$ cat config.mk
export PLATFORM = sky130hd
export DESIGN_NAME = vec_rev_unit
export DESIGN_NICKNAME = d
export VERILOG_FILES = /design/src/rtl/vrev_pkg.sv /design/src/rtl/vrev_legal.sv /design/src/rtl/vrev_lane.sv /design/src/rtl/vrev_outreg.sv /design/src/rtl/vec_rev_unit.sv
export SDC_FILE = /design/constraint.sdc
export NUM_CORES = 1
export LEC_CHECK = 0
export BUFFER_PORTS_ARGS = -buffer_cell sky130_fd_sc_hd__buf_4
export CORE_ASPECT_RATIO = 0.6
export CORE_MARGIN = 8
export CORE_UTILIZATION = 50
export DETAILED_ROUTE_END_ITERATION = 10
export GPL_ROUTABILITY_DRIVEN = 1
export PLACE_DENSITY = 0.88
export SETUP_SLACK_MARGIN = 0.3
export SYNTH_ARGS = -nofsm -noshare
export SYNTH_HDL_FRONTEND = slang
export SYNTH_SLANG_ARGS = --single-unit
$ cat constraint.sdc
create_clock -name clk -period 6.3 [get_ports clk]
set_input_delay 1.26 -clock clk [delete_from_list [all_inputs] [get_ports clk]]
set_output_delay 1.26 -clock clk [all_outputs]
set_load 0.05 [all_outputs]
$ cat src/rtl/vrev_pkg.sv
package vrev_pkg;
  typedef enum logic [1:0] {
    OP_BYTES  = 2'b00,
    OP_HALVES = 2'b01,
    OP_WORDS  = 2'b10,
    OP_RSVD   = 2'b11
  } rev_op_e;

  localparam int LANE_W     = 64;
  localparam int LANE_BYTES = LANE_W / 8;
  localparam int IDX_W      = $clog2(LANE_BYTES);
endpackage

$ cat src/rtl/vrev_legal.sv
module vrev_legal
  import vrev_pkg::*;
(
  input  logic [1:0]       size_code,
  input  rev_op_e          op,
  output logic             undef,
  output logic [IDX_W-1:0] elem_mask,
  output logic [IDX_W-1:0] swap_mask
);
  logic [IDX_W-1:0] unit_mask;

  always_comb begin
    // Byte-index bits that address bytes inside one element.
    case (size_code)
      2'd0:    elem_mask = 3'b000;
      2'd1:    elem_mask = 3'b001;
      2'd2:    elem_mask = 3'b011;
      default: elem_mask = 3'b111;
    endcase
    // Byte-index bits that address bytes inside one swap unit.
    case (op)
      OP_BYTES:  unit_mask = 3'b000;
      OP_HALVES: unit_mask = 3'b001;
      OP_WORDS:  unit_mask = 3'b011;
      default:   unit_mask = 3'b000;
    endcase
    // The unit must be strictly smaller than the element.
    undef     = (op == OP_RSVD) || (size_code <= op);
    // Flipping the unit-select bits reverses the unit order.
    swap_mask = elem_mask & ~unit_mask;
  end

  // a legal pair always moves at least one unit
  always_comb begin
    if (!undef) a_r6_legal_swaps: assert (swap_mask != '0);
  end
endmodule

$ cat src/rtl/vrev_lane.sv
module vrev_lane
  import vrev_pkg::*;
(
  input  logic [LANE_W-1:0]     src_lane,
  input  logic [LANE_W-1:0]     dst_lane,
  input  logic [LANE_BYTES-1:0] pred_lane,
  input  logic [IDX_W-1:0]      elem_mask,
  input  logic [IDX_W-1:0]      swap_mask,
  input  logic                  undef,
  output logic [LANE_W-1:0]     out_lane
);
  for (genvar b = 0; b < LANE_BYTES; b++) begin : g_byte
    localparam logic [IDX_W-1:0] BIDX = IDX_W'(b);
    logic [IDX_W-1:0] src_idx;
    logic [IDX_W-1:0] base_idx;
    logic             active;
    always_comb begin
      src_idx  = BIDX ^ swap_mask;
      base_idx = BIDX & ~elem_mask;
      active   = pred_lane[base_idx] && !undef;
      out_lane[8*b +: 8] = active ? src_lane[8*src_idx +: 8] : dst_lane[8*b +: 8];
    end
  end

  // byte 0 starts an element; cleared predicate keeps destination byte
  always_comb begin
    if (!pred_lane[0]) a_r5_base_inactive: assert (out_lane[7:0] == dst_lane[7:0]);
  end
  // illegal pair leaves the whole lane untouched
  always_comb begin
    if (undef) a_r6_undef_keeps_dst: assert (out_lane == dst_lane);
  end
endmodule

$ cat src/rtl/vrev_outreg.sv
module vrev_outreg #(
  parameter int DATA_W = 128
) (
  input  logic              clk,
  input  logic              rst,
  input  logic              in_valid,
  output logic              in_ready,
  input  logic [DATA_W-1:0] d_result,
  input  logic              d_undef,
  output logic              out_valid,
  input  logic              out_ready,
  output logic [DATA_W-1:0] q_result,
  output logic              q_undef
);
  logic take;

  assign in_ready = !out_valid || out_ready;
  assign take     = in_valid && in_ready;

  always_ff @(posedge clk) begin
    if (rst) begin
      out_valid <= 1'b0;
    end else if (take) begin
      out_valid <= 1'b1;
    end else if (out_ready) begin
      out_valid <= 1'b0;
    end
  end

  always_ff @(posedge clk) begin
    if (take) begin
      q_result <= d_result;
      q_undef  <= d_undef;
    end
  end

  // an accepted request always shows up on the output
  a_r8_accept_shows: assert property (@(posedge clk) disable iff (rst)
    (in_valid && in_ready) |=> out_valid);
  // a stalled result stays put
  a_r9_stall_hold: assert property (@(posedge clk) disable iff (rst)
    (out_valid && !out_ready) |=> (out_valid && $stable(q_result) && $stable(q_undef)));
  // reset empties the register
  a_r10_reset_clear: assert property (@(posedge clk) rst |=> !out_valid);
endmodule

$ cat src/rtl/vec_rev_unit.sv
module vec_rev_unit
  import vrev_pkg::*;
#(
  parameter int VEC_W = 128
) (
  input  logic               clk,
  input  logic               rst,
  input  logic               in_valid,
  output logic               in_ready,
  input  logic [1:0]         size_code,
  input  logic [1:0]         op_sel,
  input  logic [VEC_W-1:0]   src_vec,
  input  logic [VEC_W-1:0]   dst_vec,
  input  logic [VEC_W/8-1:0] pred,
  output logic               out_valid,
  input  logic               out_ready,
  output logic [VEC_W-1:0]   result,
  output logic               undef_flag
);
  localparam int NLANES = VEC_W / LANE_W;

  logic             undef_c;
  logic [IDX_W-1:0] elem_mask;
  logic [IDX_W-1:0] swap_mask;
  logic [VEC_W-1:0] merged;

  vrev_legal u_legal (
    .size_code (size_code),
    .op        (rev_op_e'(op_sel)),
    .undef     (undef_c),
    .elem_mask (elem_mask),
    .swap_mask (swap_mask)
  );

  // Elements never exceed 64 bits, so each lane is independent.
  for (genvar l = 0; l < NLANES; l++) begin : g_lane
    vrev_lane u_lane (
      .src_lane  (src_vec[l*LANE_W +: LANE_W]),
      .dst_lane  (dst_vec[l*LANE_W +: LANE_W]),
      .pred_lane (pred[l*LANE_BYTES +: LANE_BYTES]),
      .elem_mask (elem_mask),
      .swap_mask (swap_mask),
      .undef     (undef_c),
      .out_lane  (merged[l*LANE_W +: LANE_W])
    );
  end

  vrev_outreg #(.DATA_W(VEC_W)) u_outreg (
    .clk       (clk),
    .rst       (rst),
    .in_valid  (in_valid),
    .in_ready  (in_ready),
    .d_result  (merged),
    .d_undef   (undef_c),
    .out_valid (out_valid),
    .out_ready (out_ready),
    .q_result  (result),
    .q_undef   (undef_flag)
  );

  // an all-clear predicate gives back the destination
  always_comb begin
    if (pred == '0) a_r7_none_active: assert (merged == dst_vec);
  end
  // input is blocked while a result is stalled
  a_r9_no_ready_stalled: assert property (@(posedge clk) disable iff (rst)
    (out_valid && !out_ready) |-> !in_ready);
endmodule

==> run_results.csv <==
group,metric,value,unit
grt,grt_max_degree,128,
grt,grt_pass1_vias,14600,
critical_path,r2r_start,"u_outreg.out_valid",
grt,grt_overflow,0,
critical_path,r2r_end,"u_outreg.q_result[105]",
timing,worstMarginPinSlew,1.11,ns
timing,rsz0062_at_grt,"false",
logic_synthesis,synthCells,1505,
critical_path,start_kind,"primary input",
timing,slew_viol_final,0,
placed_design,place_ws,1.90,ns
critical_path,r2r_cells,3,
routing,routedWlPerCell,28.1,um
placed_design,finalWeightedCongestion,0.995,
logic_synthesis,async_flop_share,0,
routing,wl,60500,um
logic_synthesis,ys_ff_latch,130,
critical_path,path_class,"primary input to flip-flop",
routing,firstDrtPassIters,8,
grt,grt_pass1_wl,87900,um
clock_network,clkTransAtPathRegs,0.06,ns
grt,grt_antenna_before_repair,7,
clock_network,cts.sinks,130,
critical_path,r2r_setup_slack,4.18,ns
timing,fmax,247,MHz
flow_run,timing.max_cap.violations,0,
clock_network,cts-root-buf,"clkbuf_16",
worst_hold_path,holdPathStages,2,
logic_synthesis,synth.avg_cell_area,8.89,um2
logic_synthesis,synth-main-ff-cell,"edfxtp_1",
critical_path,required,6.63,ns
timing,setup_violations,0,
routing,vias,15300,
placed_design,io_buffers,410,
critical_path,cp-end-kind,"flip-flop",
critical_path,cp_max_fo,67,
logic_synthesis,syn_nets,1789,
floorplanning,die_w,227,um
routing,drtIter0Drc,2566,
placed_design,dp_hpwl,43700,um
floorplanning,fp-row-count,46,
clock_network,cts_max_path_buffers,2,
timing,max-slew-margin-rel,0.263,
critical_path,cp_slowest_cell,"o32ai_1",
logic_synthesis,yosysUniqueCellTypes,51,
critical_path,crit_top_cell,"buf_4",
power,power_density,212,nW/um2
clock_network,cts_tree,"built",
floorplanning,dieArea,32400,um2
timing,finalWorstSetupSlack,2.25,ns
clock_network,clock_latency,0.46,ns
floorplanning,die_h,143,um
floorplanning,num_io_pins,411,
floorplanning,start_util,0.508,
grt,grt.total_usage,0.351,
power,leakage,6.98,nW
power,vdd_drop_max,0.181,mV
worst_hold_path,hp-start,"u_outreg.out_valid",
clock_network,htree_num_levels,4,
cells_and_area,fin_nets,2063,
timing,hold_viol,0,
clock_network,cts_resized,0,
critical_path,crit_chain,"buf_4 -> buf_4 -> nor2b_4 -> buf_4 -> a221oi_1 -> o32ai_1 -> mux2_2",
cells_and_area,syn2layout_area_growth,26.6,%
timing,final.setup.tns,0,ns
routing,ant_nets,0,
logic_synthesis,yosys_warnings,0,
logic_synthesis,synth-edff-count,129,
timing,fin_worst_skew,0.0172,ns
worst_hold_path,hp-class,"flip-flop to flip-flop",
floorplanning,core_area,26400,um2
routing,drc,0,
logic_synthesis,syn_area,13400,um2
critical_path,cp_slowest_stage_delay,0.65,ns
timing,fin_crit_sh,0.643,
clock_network,postCtsSetupBuffers,0,
logic_synthesis,seq_area_frac_synth,0.291,
status,status,"completed",
clock_network,numCtsBuffers,17,
routing,vias_per_cell,7.10,
timing,period_minus_slack,4.05,ns
critical_path,cp.arrival,4.38,ns
clock_network,postCtsHoldBufs,0,
cells_and_area,drive_gt1_frac,0.323,
worst_hold_path,holdPathEnd,"u_outreg.out_valid",
-- sequential cells by signal, indices dropped and copies added, names as in the netlist --
name	flops
u_outreg.out_valid	1
u_outreg.q_result	128
u_outreg.q_undef	1
-- synthesized netlist by cell type, drive strengths merged, types with 19 or more instances --
cell type  count  area share
o21ai        126       0.047
o211ai        36       0.020
buf           95       0.038
mux2i         35       0.026
edfxtp       129        0.29
mux2          96       0.081
and3b        128       0.084
a2111oi       48       0.031
nor4          32       0.015
nand2        128       0.036
and2          21      0.0098
o221ai        19       0.012
nand2b        20      0.0095
a32oi         32       0.021
o31ai         20       0.011
inv           36       0.010
a21oi         98       0.037
o211a         32       0.024
a211oi       168       0.098
clkbuf        91       0.026
-- per-layer routing --
| metal | wire (um) | global-route usage | up-vias |
|---|---|---|---|
| li1 | - | - | 6621 |
| met3 | 7510 | 0.114 | 209 |
| met1 | 22800 | 0.432 | 7256 |
| met2 | 27800 | 0.567 | 1202 |
| met4 | 2240 | 0.130 | 10 |
| met5 | 66 | 0 | - |
-- where the power goes --
| group | leakage (nW) | switching (W) | internal (W) |
|---|---|---|---|
| Clock | 0.278 | 0.000415 | 0.000578 |
| Sequential | 1.26 | 0.0000300 | 0.00105 |
| Combinational | 5.45 | 0.000966 | 0.000543 |
-- logic make-up (layout without fill, tap and decap cells) --
| group | count (synthesis) | in the layout | share of synthesized area |
|---|---|---|---|
| AOI/OAI and AO/OA | 654 | 654 | 0.352 |
| xor gates and xnor gates | 1 | 1 | 0.000655 |
| adders and majority gates | 5 | 5 | 0.00458 |
| buffers and inverters | 222 | 509 | 0.0739 |
| DFF | 130 | 130 | 0.291 |
| muxes | 131 | 131 | 0.107 |
| other | 0 | 2 | 0 |
| and+or+nand+nor | 362 | 362 | 0.171 |
-- metrics by stage --
stage               cell area, um2   util  hold WS (ns)  cells  total power (W)
floorplan                    13400      -          1.11   1505          0.00204
global placement             16400  0.621         0.507   2120          0.00254
detailed placement           16400  0.621         0.530   2120          0.00257
CTS                          16900  0.643         0.541   2152          0.00355
global route                 16900  0.643         0.575   2152          0.00370
finish                       16900  0.643         0.544   2154          0.00359
-- how the worst max path moves through the flow --
stage | startpoint | end | slack, ns | depth (start not counted)
6_report | size_code[1] | u_outreg.q_result[55] | 2.25 | 7
2_1_floorplan | out_ready | u_outreg.q_result[0] | 1.04 | 2
3_5_place_dp | size_code[1] | u_outreg.q_result[55] | 1.90 | 7
4_1_cts | size_code[1] | u_outreg.q_result[55] | 2.38 | 7
3_3_place_gp | size_code[1] | u_outreg.q_result[55] | 1.97 | 7
5_1_grt | size_code[1] | u_outreg.q_result[55] | 2.20 | 7
-- worst max-delay path, delay by kind of cell --
kind                   cells  cell delay (ns)
multiplexers               1             0.28
AND/OR/NAND/NOR            1             0.25
buffers and inverters      3             1.71
AO/OA/AOI/OAI              2             0.82
-- layout make-up --
type | count | area, um2
diodes | 2 | 5.00
clock buffers | 21 | 440
repair buffers | 441 | 3340
multi-input cells | 1153 | 8570
flip-flops and latches | 130 | 3890
clock inverters | 11 | 116
inverters | 36 | 135
well taps | 360 | 450
fillers | 2183 | 9420
-- layout by cell type (no fill, tap or decap), types with 16 or more instances in the layout --
cell and count:
a221oi_1 16, o21ai_0 121, mux2i_1 35, o31a_1 16, and3b_1 128, o221ai_1 19
nor4_1 32, inv_1 35, o32a_1 16, o211a_1 32, a21oi_1 97, clkbuf_16 17
or4_1 16, a2111oi_0 48, a32oi_1 32, a211oi_1 164, buf_4 439, nand2b_1 19
nand2_1 127, o211ai_1 36, edfxtp_1 129, o31ai_1 20, o32ai_1 16, mux2_2 91
and2_1 19
(Power assumes the default switching activity.)
